==> src/rtl/brc_pkg.sv <==
package brc_pkg;
   localparam logic [1:0] MODE_PLAIN  = 2'b00;
   localparam logic [1:0] MODE_HINT   = 2'b01;
   localparam logic [1:0] MODE_DIR    = 2'b10;
   localparam logic [1:0] MODE_PLAIN2 = 2'b11;

   typedef enum logic [1:0] {
      SEL_SEQ,
      SEL_HOLD,
      SEL_TARGET,
      SEL_REDIR
   } pc_sel_e;
endpackage

==> src/rtl/brc_zero_test.sv <==
module brc_zero_test #(
   parameter int XLEN = 32
) (
   input  logic [XLEN-1:0] val,
   input  logic            sense_ne,
   output logic            cond_true
);
   logic is_zero;

   assign is_zero   = (val == '0);
   assign cond_true = is_zero ^ sense_ne;
endmodule

==> src/rtl/brc_target_adder.sv <==
module brc_target_adder #(
   parameter int XLEN  = 32,
   parameter int OFF_W = 16,
   parameter int SHIFT = 2
) (
   input  logic [XLEN-1:0]  base,
   input  logic [OFF_W-1:0] offset,
   output logic [XLEN-1:0]  target
);
   localparam int EXT_W = XLEN - OFF_W - SHIFT;

   logic [XLEN-1:0] scaled;

   generate
      if (EXT_W < 0) begin : g_bad_width
         $error("brc_target_adder: XLEN too small for OFF_W+SHIFT");
      end
      if (SHIFT == 0) begin : g_noshift
         assign scaled = {{EXT_W{offset[OFF_W-1]}}, offset};
      end else begin : g_shift
         assign scaled = {{EXT_W{offset[OFF_W-1]}}, offset, {SHIFT{1'b0}}};
      end
   endgenerate

   assign target = base + scaled;
endmodule

==> src/rtl/brc_hazard_detect.sv <==
module brc_hazard_detect #(
   parameter int REG_AW = 5
) (
   input  logic              reads_rs,
   input  logic [REG_AW-1:0] rs,
   input  logic              ex_wr_en,
   input  logic [REG_AW-1:0] ex_rd,
   output logic              hazard
);
   assign hazard = reads_rs && ex_wr_en && (ex_rd == rs);
endmodule

==> src/rtl/brc_next_pc.sv <==
module brc_next_pc
   import brc_pkg::*;
#(
   parameter int          XLEN     = 32,
   parameter int          OFF_W    = 16,
   parameter int          REG_AW   = 5,
   parameter int          SHIFT    = 2,
   parameter logic [31:0] RESET_PC = 32'h0000_0100
) (
   input  logic              clk,
   input  logic              rst_n,
   input  logic [1:0]        mode,
   input  logic              redirect,
   input  logic [XLEN-1:0]   redirect_pc,
   input  logic              id_valid,
   input  logic              id_is_branch,
   input  logic              id_cond_ne,
   input  logic              id_hint,
   input  logic [OFF_W-1:0]  id_offset,
   input  logic [REG_AW-1:0] id_rs,
   input  logic [XLEN-1:0]   id_rs_val,
   input  logic [XLEN-1:0]   id_pc_plus4,
   input  logic              ex_wr_en,
   input  logic [REG_AW-1:0] ex_rd,
   output logic [XLEN-1:0]   fetch_pc,
   output logic [XLEN-1:0]   next_pc,
   output logic              br_taken,
   output logic              flush_if,
   output logic              nullify_slot,
   output logic              stall_id
);
   localparam logic [XLEN-1:0] SEQ_STEP = XLEN'(1 << SHIFT);

   generate
      if (XLEN > 32 || XLEN < OFF_W + SHIFT) begin : g_chk_xlen
         $error("brc_next_pc: XLEN out of range");
      end
      if (REG_AW < 1) begin : g_chk_aw
         $error("brc_next_pc: REG_AW must be positive");
      end
   endgenerate

   logic            br_in_id;
   logic            cond_true;
   logic            hazard;
   logic            br_active;
   logic            cancel_mode;
   logic            pred_taken;
   logic [XLEN-1:0] target;
   pc_sel_e         sel;

   assign br_in_id = id_valid && id_is_branch;

   brc_zero_test #(.XLEN(XLEN)) u_zero (
      .val       (id_rs_val),
      .sense_ne  (id_cond_ne),
      .cond_true (cond_true)
   );

   brc_target_adder #(.XLEN(XLEN), .OFF_W(OFF_W), .SHIFT(SHIFT)) u_tgt (
      .base   (id_pc_plus4),
      .offset (id_offset),
      .target (target)
   );

   brc_hazard_detect #(.REG_AW(REG_AW)) u_haz (
      .reads_rs (br_in_id),
      .rs       (id_rs),
      .ex_wr_en (ex_wr_en),
      .ex_rd    (ex_rd),
      .hazard   (hazard)
   );

   always_comb begin
      cancel_mode = 1'b0;
      pred_taken  = 1'b0;
      unique case (mode)
         MODE_HINT: begin
            cancel_mode = 1'b1;
            pred_taken  = id_hint;
         end
         MODE_DIR: begin
            cancel_mode = 1'b1;
            pred_taken  = id_offset[OFF_W-1];
         end
         default: begin
            cancel_mode = 1'b0;
            pred_taken  = 1'b0;
         end
      endcase
   end

   assign br_active    = br_in_id && !hazard && !redirect;
   assign stall_id     = br_in_id && hazard && !redirect;
   assign br_taken     = br_active && cond_true;
   assign flush_if     = redirect || (br_taken && !cancel_mode);
   assign nullify_slot = br_active && cancel_mode && (cond_true != pred_taken);

   always_comb begin
      if (redirect)      sel = SEL_REDIR;
      else if (stall_id) sel = SEL_HOLD;
      else if (br_taken) sel = SEL_TARGET;
      else               sel = SEL_SEQ;
   end

   always_comb begin
      unique case (sel)
         SEL_REDIR:  next_pc = redirect_pc;
         SEL_HOLD:   next_pc = fetch_pc;
         SEL_TARGET: next_pc = target;
         default:    next_pc = fetch_pc + SEQ_STEP;
      endcase
   end

   always_ff @(posedge clk) begin
      if (!rst_n) fetch_pc <= RESET_PC[XLEN-1:0];
      else        fetch_pc <= next_pc;
   end

   AST_STALL_QUIET: assert property (@(posedge clk) disable iff (!rst_n)
      stall_id |-> (!flush_if && !nullify_slot && !br_taken));
   AST_STALL_HOLDS: assert property (@(posedge clk) disable iff (!rst_n)
      stall_id |=> (fetch_pc == $past(fetch_pc)));
   AST_REDIRECT_WINS: assert property (@(posedge clk) disable iff (!rst_n)
      redirect |-> (!stall_id && flush_if && !nullify_slot));
   AST_REDIRECT_DEST: assert property (@(posedge clk) disable iff (!rst_n)
      redirect |=> (fetch_pc == $past(redirect_pc)));
   AST_SEQ_ADVANCE: assert property (@(posedge clk) disable iff (!rst_n)
      (!redirect && !stall_id && !br_taken) |=> (fetch_pc == $past(fetch_pc) + SEQ_STEP));
   AST_PLAIN_FLUSH: assert property (@(posedge clk) disable iff (!rst_n)
      (br_taken && !mode[0] && !mode[1]) |-> (flush_if && !nullify_slot));
   AST_CANCEL_NO_FLUSH: assert property (@(posedge clk) disable iff (!rst_n)
      (!redirect && (mode == MODE_HINT || mode == MODE_DIR)) |-> !flush_if);
   AST_IDLE_NO_EFFECT: assert property (@(posedge clk) disable iff (!rst_n)
      (!id_valid || !id_is_branch) |-> (!br_taken && !stall_id && !nullify_slot));
endmodule

==> config.mk <==
export PLATFORM = sky130hd
export DESIGN_NAME = brc_next_pc
export DESIGN_NICKNAME = d
export VERILOG_FILES = /design/src/rtl/brc_pkg.sv /design/src/rtl/brc_zero_test.sv /design/src/rtl/brc_target_adder.sv /design/src/rtl/brc_hazard_detect.sv /design/src/rtl/brc_next_pc.sv
export SDC_FILE = /design/constraint.sdc
export NUM_CORES = 1
export LEC_CHECK = 0
export BUFFER_PORTS_ARGS = -buffer_cell sky130_fd_sc_hd__buf_2
export CORE_MARGIN = 2
export CORE_UTILIZATION = 30
export DETAILED_ROUTE_END_ITERATION = 7
export GPL_ROUTABILITY_DRIVEN = 0
export SLEW_MARGIN = 10
export SYNTH_ARGS = -nofsm -noshare
export SYNTH_HDL_FRONTEND = slang
export SYNTH_HIERARCHICAL = 1
export SYNTH_SLANG_ARGS = --single-unit
==> constraint.sdc <==
create_clock -name clk -period 2.8 [get_ports clk]
set_input_delay 0.42 -clock clk [delete_from_list [all_inputs] [get_ports clk]]
set_output_delay 0.42 -clock clk [all_outputs]
set_load 0.1 [all_outputs]
Word-level counts from Yosys, hierarchy flattened
Index checks and enable logic that the tools add are counted.
{ "word_totals": {"ff_bits": 32, "elab_cells": 34, "out_inout_bits": 68, "in_bits": 132} }
{ "op_classes": {"n_mux": 6, "n_reduce_logical": 17, "n_bitwise": 1, "eq_ne": 7, "addsub": 2} }
{ "ops": {"columns": ["op", "count"], "rows": [
  ["case mux 32 bit (3 select lines)", 1],
  ["adder 32 x 3 -> 32 bit (second input constant)", 1],
  ["adder 32 bit", 1],
  ["zero test 32 bit", 1],
  ["logical AND 1 bit", 11],
  ["== test 2 bit (second input constant)", 3],
  ["2-to-1 mux 2 bit", 3],
  ["== test 5 bit", 1],
  ["== test 2 x 1 -> 1 bit (second input constant)", 2],
  ["zero test 1 bit", 3],
  ["case mux 1 bit (2 select lines)", 1],
  ["OR reduction 2 bit", 1],
  ["logical OR 1 bit", 1],
  ["2-to-1 mux 1 bit", 1],
  ["inequality test 1 bit", 1],
  ["XOR 1 bit", 1]
]} }

Longest topological paths before layout
Gate-level depths: netlist of run 1.
{ "depth": {"ltp_word": 12, "ltp_mapped": 12, "depth_no_buf": 11} }

Hierarchy
The synthesis of run 1 kept the hierarchy.
{ "modules_own_cells": {"columns": ["module", "seq_area_each_um2", "instances", "cells_per_inst", "area_each_um2"], "rows": [
  ["brc_next_pc", 640.6, 1, 323, 2524.9],
  ["brc_target_adder", 0.0, 1, 254, 1725.4],
  ["brc_zero_test", 0.0, 1, 12, 81.3],
  ["brc_hazard_detect", 0.0, 1, 8, 58.8]
]} }

Worst setup path after synthesis of run 1
Ideal clock, no wire load.
{ "synth_path": {"path_kind": "input-to-output", "from": "input id_offset[0]", "to": "output next_pc[22]", "cell_stages": 11, "path_slack_ps": -1989, "n_path_buf": 0, "t_required_ps": 2380, "arrival_time_ps": 4369, "cell_sequence": "ha_1 > inv_1 > fa_1 > nand2b_1 > a21oi_2 > o2111ai_2 > a211oi_4 > nor4_1 > a311oi_1 > a211oi_1 > nor3_1"} }
{ "synth_via": {"elab_chain_len": 2} }
{ "synth_lines": {"columns": ["item", "line_no", "rtl"], "rows": [
  ["start: declaration", "brc_next_pc.sv:19", "input logic [OFF_W-1:0] id_offset,"],
  ["adder 32 bit", "brc_target_adder.sv:25", "assign target = base + scaled;"],
  ["net target[22]", "brc_next_pc.sv:49", "logic [XLEN-1:0] target;"],
  ["case mux 32 bit (3 select lines)", "brc_next_pc.sv:107", "unique case (sel)"],
  ["end: declaration", "brc_next_pc.sv:26", "output logic [XLEN-1:0] next_pc,"]
]} }
The timed path passes the listed nets, and every way through them passes these cells.

Final worst setup path of run 1
{ "layout_path": {"from": "input id_pc_plus4[2]", "to": "output next_pc[18]"} }
{ "layout_via": {"elab_chain_len": 2} }
{ "layout_lines": {"columns": ["item", "line_no", "rtl"], "rows": [
  ["start: declaration", "brc_next_pc.sv:22", "input logic [XLEN-1:0] id_pc_plus4,"],
  ["adder 32 bit", "brc_target_adder.sv:25", null],
  ["net target[18]", "brc_next_pc.sv:49", null],
  ["case mux 32 bit (3 select lines)", "brc_next_pc.sv:107", null]
]} }
The timed path passes the listed nets, and every way through them passes these cells.

==> results of run 1 <==
-- layer usage --
| metal | share of wire, % | vias up |
|---|---|---|
| li1 | - | 3138 |
| met1 | 40 | 3267 |
| met2 | 49 | 366 |
| met3 | 6.6 | 71 |
| met4 | 3.9 | 0 |
| met5 | 0 | - |
-- final timing paths --
check	endpoint	cells after the start
setup reg to reg	fetch_pc[30]$_SDFF_PN0_	5
hold / removal	fetch_pc[8]$_SDFF_PN1_	2
setup / recovery	next_pc[18]	15
hold reg to reg	fetch_pc[8]$_SDFF_PN1_	2
-- cells by family after synthesis --
family | count (synthesis) | share of synthesized area, %
AOI/OAI and AO/OA | 204 | 32.6
and+or+nand+nor | 244 | 31.6
DFF | 32 | 14.6
buffers and inverters | 49 | 4.62
adders and majority gates | 33 | 9.58
muxes | 1 | 0.228
xor gates and xnor gates | 34 | 6.78
-- power by group through the flow --
stage,logic [uW],registers (uW),clock network (uW)
2_1_floorplan,987,777,0
3_3_place_gp,1940,548,0
3_5_place_dp,1960,551,0
4_1_cts,2120,542,643
5_1_grt,2400,552,671
6_report,2300,546,651
-- worst reg2reg max path, cell delays in order, from the launching register on --
cell      delay, ps
dfxtp_2         420
nand4_1         150
buf_4           180
or4_1           510
o311ai_0        640
a31oi_1         160
-- synth_stat cells (4+ instances only) --
cell       n
nand2_1   49
a21oi_1   40
o21ai_0   33
dfxtp_1   32
ha_1      32
nand3_1   32
nor3_1    27
nor2_1    24
clkbuf_1  22
xnor2_1   22
a211oi_1  20
nand4_1   20
a31oi_1   19
nor4_1    17
inv_1     14
xor2_1    12
a222oi_1  10
a22o_1    10
or3_1     10
and2_1     9
and4_1     9
o211ai_1   9
a21o_1     8
a22oi_1    8
a311oi_1   8
or4_1      8
and3_1     7
buf_2      6
nor3b_1    4
-- cell type report --
cell class | count | area [um2]
fillers | 1119 | 5010
inverters | 16 | 60.1
multi-input cells | 516 | 4860
clock inverters | 2 | 35.0
clock buffers | 6 | 129
repair buffers | 403 | 3400
well taps | 184 | 230
flip-flops and latches | 32 | 706
-- per-stage QoR --
| step | instance area, um2 | hold slack, ps | utilization (%) | power, uW | std cells |
|---|---|---|---|---|---|
| after floorplan | 5120 | 658 | - | 1760 | 597 |
| after global routing | 9420 | 450 | 65.3 | 3620 | 1159 |
| after global placement | 7920 | 586 | 54.9 | 2480 | 1114 |
| final | 9420 | 427 | 65.3 | 3500 | 1159 |
| after CTS | 8810 | 419 | 61.1 | 3300 | 1147 |
| after detailed placement | 7920 | 594 | 54.9 | 2510 | 1114 |
-- repair_timing --
item / in CTS / in global routing
gates resized for setup: 100 / 98
endpoints found under the setup margin: 34 / 37
gates cloned: 2 / 1
setup buffers: 23 / 24
pin swaps: 52 / 65
==> flow_summary.html, run 1 <==
<table>
<tr><th>Metric</th><th>Value</th></tr>
<tr><th colspan="2">Clocking</th></tr>
<tr><td>Clock transition at the registers of the reported paths</td><td>50 ps</td></tr>
<tr><td>H-Tree Level Count</td><td>2</td></tr>
<tr><td>Total clock sinks</td><td>32</td></tr>
<tr><td>Master cell of the clock root buffer</td><td>clkbuf_16</td></tr>
<tr><td>Later-pin clock latency in the skew report</td><td>290 ps</td></tr>
<tr><td>TritonCTS clock tree</td><td>done</td></tr>
<tr><td>Buffers from clock root to sink, at most</td><td>2</td></tr>
<tr><td>Clock buffers created by TritonCTS</td><td>5</td></tr>
<tr><td>Hold bufs inserted after CTS</td><td>0</td></tr>
<tr><th colspan="2">Run status</th></tr>
<tr><td>Result of the run</td><td>complete, but fails checks</td></tr>
<tr><td>Failing checks</td><td>setup timing</td></tr>
<tr><th colspan="2">GRT</th></tr>
<tr><td>Via count of the first global-routing pass</td><td>6687</td></tr>
<tr><td>Overall routing resource usage</td><td>26.6%</td></tr>
<tr><td>Initial antenna violation count</td><td>0</td></tr>
<tr><td>GR Overflow Total</td><td>0</td></tr>
<tr><td>Pin count of the biggest net entering global routing</td><td>53</td></tr>
<tr><td>Most crowded layer after global routing</td><td>met2</td></tr>
<tr><td>GR Layer Usage met3</td><td>2.70%</td></tr>
<tr><td>First-pass GRT wire length</td><td>34300 um</td></tr>
<tr><td>Global routing usage on met2</td><td>46.0%</td></tr>
<tr><td>Met1 GRT Util</td><td>34.0%</td></tr>
<tr><th colspan="2">Synth</th></tr>
<tr><td>Gate count after technology mapping</td><td>597</td></tr>
<tr><td>Syn_area_per_cell</td><td>7.35 um2</td></tr>
<tr><td>Post-synthesis sequential area ratio</td><td>14.6%</td></tr>
<tr><td>Post-synthesis net count</td><td>762</td></tr>
<tr><td>Most common flop cell mapped by yosys</td><td>dfxtp_1</td></tr>
<tr><td>Warnings from Yosys</td><td>6</td></tr>
<tr><td>Largest cells by area after synthesis</td><td>dfxtp_1 (15%), ha_1 (9.1%), a21oi_1 (4.6%)</td></tr>
<tr><td>Number of synthesized register bits</td><td>32</td></tr>
<tr><td>Fraction of registers with async set/reset</td><td>0%</td></tr>
<tr><td>Number of enable-type register cells in the synthesized netlist</td><td>0</td></tr>
<tr><td>Mapped cell area</td><td>4390 um2</td></tr>
<tr><td>Synth area leader</td><td>dfxtp_1</td></tr>
<tr><td>Fraction of synthesized cell area taken by the top area cell type</td><td>14.6%</td></tr>
<tr><td>Distinct cell type count of the synthesized netlist</td><td>77</td></tr>
<tr><th colspan="2">STA</th></tr>
<tr><td>Worst slew slack as a fraction of its limit</td><td>50.2%</td></tr>
<tr><td>Minimum period implied by the final worst setup slack</td><td>3370 ps</td></tr>
<tr><td>Final count of pins violating max slew</td><td>0</td></tr>
<tr><td>Number of failing setup endpoints in the final timing report</td><td>32</td></tr>
<tr><td>Setup Skew</td><td>5.94 ps</td></tr>
<tr><td>Fmax achieved</td><td>297 MHz</td></tr>
<tr><td>Unrepaired setup endpoints after global routing</td><td>yes</td></tr>
<tr><td>Total negative slack for setup checks</td><td>-11060 ps</td></tr>
<tr><td>Final critical-path setup slack</td><td>-571 ps</td></tr>
<tr><td>Part of the cycle the worst path needs</td><td>120%</td></tr>
<tr><td>Final Hold Violating Endpoints</td><td>0</td></tr>
<tr><td>Slew @ Worst Pin</td><td>738 ps</td></tr>
<tr><th colspan="2">Layout</th></tr>
<tr><td>Commonest cells after routing, fill and taps aside</td><td>buf_4 (170), buf_2 (148), buf_12 (43)</td></tr>
<tr><td>Area overhead of the layout relative to synthesis</td><td>114%</td></tr>
<tr><td>Leading cell type in the layout, fill and taps excluded</td><td>buf_4</td></tr>
<tr><td>Largest register FFs</td><td>32</td></tr>
<tr><td>Register with the highest flop count</td><td>fetch_pc</td></tr>
<tr><td>Number of antenna diodes</td><td>0</td></tr>
<tr><td>Final layout net count</td><td>1139</td></tr>
<tr><td>Largest regs</td><td>fetch_pc x32</td></tr>
<tr><td>Layout cells sized above 1</td><td>63.0%</td></tr>
<tr><th colspan="2">Routing</th></tr>
<tr><td>Post-DRT Antenna Nets</td><td>0</td></tr>
<tr><td>WL/cell</td><td>19.8 um</td></tr>
<tr><td>First drt pass iteration count</td><td>5</td></tr>
<tr><td>Via count of the routed design</td><td>6842</td></tr>
<tr><td>Vias per inst</td><td>5.90</td></tr>
<tr><td>Post-detailed-routing wire length</td><td>23000 um</td></tr>
<tr><td>Starting DRT DRC Count</td><td>657</td></tr>
<tr><td>DRC Markers</td><td>0</td></tr>
<tr><th colspan="2">Floorplan</th></tr>
<tr><td>Placeable core region</td><td>14400 um2</td></tr>
<tr><td>Die Span Y</td><td>125 um</td></tr>
<tr><td>Die area</td><td>15600 um2</td></tr>
<tr><td>Overall die width</td><td>125 um</td></tr>
<tr><td>Number of placement rows</td><td>44</td></tr>
<tr><td>Initial standard-cell utilization of the core</td><td>30.4%</td></tr>
<tr><td>Boundary pin count</td><td>200</td></tr>
<tr><th colspan="2">Hold path</th></tr>
<tr><td>Worst Hold Launch</td><td>rst_n</td></tr>
<tr><td>Hold crit path type</td><td>primary input to flip-flop</td></tr>
<tr><th colspan="2">Worst setup path</th></tr>
<tr><td>Type of the worst setup path</td><td>primary input to output port</td></tr>
<tr><td>Ordered list of cells on the worst path</td><td>buf_8 -&gt; ha_4 -&gt; inv_2 -&gt; fa_2 -&gt; nand2b_4 -&gt; a21oi_4 -&gt; o2111ai_4 -&gt; a211oi_4 -&gt; buf_6 -&gt; buf_6 -&gt; nor2_4 -&gt; xnor2_2 -&gt; a221oi_2 -&gt; nand2_4 -&gt; buf_12</td></tr>
<tr><td>Worst endpoint data arrival time</td><td>2950 ps</td></tr>
<tr><td>Required time worst endpoint</td><td>2380 ps</td></tr>
<tr><td>CP Launch Type</td><td>primary input</td></tr>
<tr><td>Bufs and invs on worst path</td><td>5</td></tr>
<tr><td>Top cell by count, worst path</td><td>buf_6</td></tr>
<tr><td>Top fanout value on the critical path</td><td>4</td></tr>
<tr><td>Worst setup startpoint</td><td>id_pc_plus4[2]</td></tr>
<tr><td>Slowest cell delay on critical path</td><td>370 ps</td></tr>
<tr><td>Setup slack on the worst flop-to-flop path</td><td>590 ps</td></tr>
<tr><td>Type of destination of the critical path</td><td>output port</td></tr>
<tr><td>Library cell contributing the largest single delay on the critical path</td><td>a221oi_2</td></tr>
<tr><td>Top delay family on crit path</td><td>compound AO/OA/AOI/OAI gates</td></tr>
<tr><td>Reg-to-reg critical path startpoint</td><td>fetch_pc[23]$_SDFF_PN0_</td></tr>
<tr><th colspan="2">Place</th></tr>
<tr><td>Detail Placement HPWL</td><td>16700 um</td></tr>
<tr><td>Pre-CTS setup slack</td><td>-644 ps</td></tr>
<tr><td>Port Buf Inserts</td><td>199</td></tr>
<tr><th colspan="2">Power and ir drop</th></tr>
<tr><td>Switching power share of the total</td><td>47.2%</td></tr>
<tr><td>Pwr Density</td><td>371 nW/um2</td></tr>
<tr><td>Switching power</td><td>1650 uW</td></tr>
<tr><td>Relative contribution of the clock network to total power</td><td>18.6%</td></tr>
<tr><td>Static Leakage</td><td>0.00397 uW</td></tr>
<tr><td>Relative contribution of sequential cells to total power</td><td>15.6%</td></tr>
<tr><td>Combinational Power Share</td><td>65.8%</td></tr>
<tr><td>Maximum resistive drop on vdd</td><td>0.221 mV</td></tr>
<tr><td>Internal Dissipation</td><td>1850 uW</td></tr>
<tr><th colspan="2">Flow run</th></tr>
<tr><td>Maximum capacitance violations</td><td>0</td></tr>
</table>
(Power assumes the default switching activity.)
==> inputs of run 2 (changes only) <==
--- a/config.mk
+++ b/config.mk
@@ -5,6 +5,8 @@
 export SDC_FILE = /design/constraint.sdc
 export NUM_CORES = 1
 export LEC_CHECK = 0
+export ABC_AREA = 1
+export ABC_CLOCK_PERIOD_IN_PS = 2800
 export BUFFER_PORTS_ARGS = -buffer_cell sky130_fd_sc_hd__buf_2
 export CORE_MARGIN = 2
 export CORE_UTILIZATION = 30
==> flow_summary.html, run 2 <==
<table>
<tr><th>Metric</th><th>Value</th></tr>
<tr><th colspan="2">Run status</th></tr>
<tr><td>Result of the run</td><td>complete, no violations</td></tr>
<tr><th colspan="2">Clocking</th></tr>
<tr><td>Hold bufs inserted after CTS</td><td>0</td></tr>
<tr><td>Buffers from clock root to sink, at most</td><td>2</td></tr>
<tr><td>Later-pin clock latency in the skew report</td><td>280 ps</td></tr>
<tr><td>TritonCTS clock tree</td><td>done</td></tr>
<tr><td>Master cell of the clock root buffer</td><td>clkbuf_16</td></tr>
<tr><td>Clock buffers created by TritonCTS</td><td>5</td></tr>
<tr><td>H-Tree Level Count</td><td>2</td></tr>
<tr><td>Total clock sinks</td><td>32</td></tr>
<tr><td>Clock transition at the registers of the reported paths</td><td>50 ps</td></tr>
<tr><th colspan="2">Synth</th></tr>
<tr><td>Leading post-synthesis cells by instance count</td><td>nand2_1 (407), inv_1 (153), nor2_1 (120), a21oi_1 (65), nand3_1 (56)</td></tr>
<tr><td>Syn_area_per_cell</td><td>5.11 um2</td></tr>
<tr><td>Fraction of registers with async set/reset</td><td>0%</td></tr>
<tr><td>Largest cells by area after synthesis</td><td>nand2_1 (30%), dfxtp_1 (13%), inv_1 (11%)</td></tr>
<tr><td>Mapped cell area</td><td>5050 um2</td></tr>
<tr><td>Synth area leader</td><td>nand2_1</td></tr>
<tr><td>Number of enable-type register cells in the synthesized netlist</td><td>0</td></tr>
<tr><td>Number of synthesized register bits</td><td>32</td></tr>
<tr><td>Post-synthesis net count</td><td>1155</td></tr>
<tr><td>Most repeated cell in the gate-level netlist after synthesis</td><td>nand2_1</td></tr>
<tr><td>Warnings from Yosys</td><td>6</td></tr>
<tr><td>Distinct cell type count of the synthesized netlist</td><td>29</td></tr>
<tr><td>Fraction of synthesized cell area taken by the top area cell type</td><td>30.2%</td></tr>
<tr><td>Post-synthesis sequential area ratio</td><td>12.7%</td></tr>
<tr><td>Most common flop cell mapped by yosys</td><td>dfxtp_1</td></tr>
<tr><td>Gate count after technology mapping</td><td>990</td></tr>
<tr><th colspan="2">Hold path</th></tr>
<tr><td>Hold crit path type</td><td>primary input to flip-flop</td></tr>
<tr><th colspan="2">STA</th></tr>
<tr><td>Minimum period implied by the final worst setup slack</td><td>2760 ps</td></tr>
<tr><td>Unrepaired setup endpoints after global routing</td><td>yes</td></tr>
<tr><td>Final Hold Violating Endpoints</td><td>0</td></tr>
<tr><td>Setup Skew</td><td>4.23 ps</td></tr>
<tr><td>Part of the cycle the worst path needs</td><td>98.4%</td></tr>
<tr><td>Final count of pins violating max slew</td><td>0</td></tr>
<tr><td>Number of failing setup endpoints in the final timing report</td><td>0</td></tr>
<tr><td>Fmax achieved</td><td>363 MHz</td></tr>
<tr><td>Worst slew slack as a fraction of its limit</td><td>66.1%</td></tr>
<tr><td>Slew @ Worst Pin</td><td>512 ps</td></tr>
<tr><td>Total negative slack for setup checks</td><td>0 ps</td></tr>
<tr><th colspan="2">Power and ir drop</th></tr>
<tr><td>Combinational Power Share</td><td>63.4%</td></tr>
<tr><td>Static Leakage</td><td>0.00432 uW</td></tr>
<tr><td>Overall Power</td><td>3000 uW</td></tr>
<tr><td>Pwr Density</td><td>365 nW/um2</td></tr>
<tr><td>Relative contribution of sequential cells to total power</td><td>18.0%</td></tr>
<tr><td>Relative contribution of the clock network to total power</td><td>18.7%</td></tr>
<tr><td>Switching power</td><td>1480 uW</td></tr>
<tr><td>Switching power share of the total</td><td>49.4%</td></tr>
<tr><td>Maximum resistive drop on vdd</td><td>0.209 mV</td></tr>
<tr><td>Internal Dissipation</td><td>1520 uW</td></tr>
<tr><th colspan="2">GRT</th></tr>
<tr><td>Initial antenna violation count</td><td>0</td></tr>
<tr><td>Via count of the first global-routing pass</td><td>6244</td></tr>
<tr><td>First-pass GRT wire length</td><td>30900 um</td></tr>
<tr><td>Pin count of the biggest net entering global routing</td><td>32</td></tr>
<tr><td>Overall routing resource usage</td><td>21.4%</td></tr>
<tr><td>GR Overflow Total</td><td>0</td></tr>
<tr><th colspan="2">Layout</th></tr>
<tr><td>Layout cells sized above 1</td><td>36.3%</td></tr>
<tr><td>Commonest cells after routing, fill and taps aside</td><td>nand2_1 (366), buf_2 (153), inv_1 (141)</td></tr>
<tr><td>Area of the multi-input gates</td><td>4280 um2</td></tr>
<tr><td>Final std cells w/o fill</td><td>1472</td></tr>
<tr><td>Largest regs</td><td>fetch_pc x32</td></tr>
<tr><td>Filler Cells Inserted</td><td>1790</td></tr>
<tr><td>Largest register FFs</td><td>32</td></tr>
<tr><td>Register with the highest flop count</td><td>fetch_pc</td></tr>
<tr><td>Leading cell type in the layout, fill and taps excluded</td><td>nand2_1</td></tr>
<tr><td>Area of all placed cells without fillers</td><td>8220 um2</td></tr>
<tr><td>Number of antenna diodes</td><td>0</td></tr>
<tr><td>Area overhead of the layout relative to synthesis</td><td>62.5%</td></tr>
<tr><td>Final layout net count</td><td>1416</td></tr>
<tr><td>Storage element area</td><td>663 um2</td></tr>
<tr><th colspan="2">Worst setup path</th></tr>
<tr><td>Top cell by count, worst path</td><td>nand2_2</td></tr>
<tr><td>Top fanout value on the critical path</td><td>6</td></tr>
<tr><td>Required time worst endpoint</td><td>2380 ps</td></tr>
<tr><td>Ordered list of cells on the worst path</td><td>buf_6 -&gt; nor2_4 -&gt; nand2_2 -&gt; nor2_4 -&gt; nand2_2 -&gt; o21ai_2 -&gt; nand2_2 -&gt; nand3_2 -&gt; nand2_2 -&gt; nor2_4 -&gt; buf_6 -&gt; buf_12 -&gt; clkinvlp_4 -&gt; nand3_2 -&gt; nand2_2 -&gt; clkinvlp_4 -&gt; buf_12</td></tr>
<tr><td>Slowest cell delay on critical path</td><td>170 ps</td></tr>
<tr><td>Worst endpoint data arrival time</td><td>2340 ps</td></tr>
<tr><td>CP Launch Type</td><td>primary input</td></tr>
<tr><td>Top delay family on crit path</td><td>simple AND/OR/NAND/NOR gates</td></tr>
<tr><td>Type of destination of the critical path</td><td>output port</td></tr>
<tr><td>Type of the worst setup path</td><td>primary input to output port</td></tr>
<tr><td>Library cell contributing the largest single delay on the critical path</td><td>clkinvlp_4</td></tr>
<tr><td>Bufs and invs on worst path</td><td>6</td></tr>
<tr><th colspan="2">Floorplan</th></tr>
<tr><td>Placeable core region</td><td>16500 um2</td></tr>
<tr><td>Number of placement rows</td><td>47</td></tr>
<tr><td>Die area</td><td>17900 um2</td></tr>
<tr><td>Initial standard-cell utilization of the core</td><td>30.6%</td></tr>
<tr><td>Boundary pin count</td><td>200</td></tr>
<tr><td>Die Span Y</td><td>134 um</td></tr>
<tr><td>Overall die width</td><td>134 um</td></tr>
<tr><th colspan="2">Routing</th></tr>
<tr><td>Post-DRT Antenna Nets</td><td>0</td></tr>
<tr><td>Via count of the routed design</td><td>6912</td></tr>
<tr><td>Vias per inst</td><td>4.70</td></tr>
<tr><td>Post-detailed-routing wire length</td><td>20700 um</td></tr>
<tr><td>DRC Markers</td><td>0</td></tr>
<tr><td>Starting DRT DRC Count</td><td>416</td></tr>
<tr><td>WL/cell</td><td>14.0 um</td></tr>
<tr><td>First drt pass iteration count</td><td>5</td></tr>
<tr><th colspan="2">Place</th></tr>
<tr><td>DP Cell Count</td><td>1450</td></tr>
<tr><td>Port Buf Inserts</td><td>199</td></tr>
<tr><td>Post-place instance area</td><td>7290 um2</td></tr>
<tr><td>Detail Placement HPWL</td><td>16700 um</td></tr>
<tr><th colspan="2">Flow run</th></tr>
<tr><td>Maximum capacitance violations</td><td>0</td></tr>
</table>
==> run 2: repair_timing <==
item,CTS,global route
cloned,0,2
gates resized for setup,25,126
pin swaps,4,53
endpoints found under the setup margin,11,23
buffers inserted,1,11
==> run 2: cells by family (layout without fill, tap and decap cells) <==
group                      count (synthesis)  in the layout  synth area share (%)
AOI/OAI and AO/OA                        106            106                  11.2
buffers and inverters                    174            436                  13.6
adders and majority gates                 33             33                  8.32
xor gates and xnor gates                  25             25                  4.33
DFF                                       32             32                  12.7
and+or+nand+nor                          620            620                  49.9
==> run 2: layout make-up <==
class	count	area share, %
clock buffer	8	1.78
inverter	157	7.49
multi-input combinational	784	52.1
sequential	32	8.07
tap	220	3.35
timing repair buffer	271	27.2
==> run 2: final timing paths <==
kind	slack, ps	startpoint	endpoint	cells after the start
setup / recovery	40	id_rs_val[26]	next_pc[22]	17
hold / removal	360	rst_n	fetch_pc[8]$_SDFF_PN1_	2
setup reg to reg	1100	fetch_pc[18]$_SDFF_PN0_	fetch_pc[23]$_SDFF_PN0_	11
hold reg to reg	490	fetch_pc[1]$_SDFF_PN0_	fetch_pc[1]$_SDFF_PN0_	2
==> run 2: metrics by stage <==
stage	utilization [%]	setup slack, ps	hold slack, ps
finish	49.7	44.7	356
global route	49.7	-69.3	356
CTS	45.8	3.40	355
detailed placement	44.1	-163	488
global placement	44.1	-157	484
floorplan	-	22.4	505
==> run 2: power by group through the flow <==
| stage | registers [uW] | logic (uW) | clock network [uW] |
|---|---|---|---|
| floorplan | 763 | 894 | 0 |
| global placement | 547 | 1730 | 0 |
| detailed placement | 548 | 1730 | 0 |
| CTS | 538 | 1770 | 566 |
| global route | 543 | 2030 | 588 |
| finish | 539 | 1900 | 561 |
==> run 2: per-layer routing <==
layer	part of all wire, %	wire (um)	track usage (%)
met1	43	8860	26.8
met2	48	9900	38.5
met3	7.1	1460	3.51
met4	2.1	427	4.43
met5	0	0	0
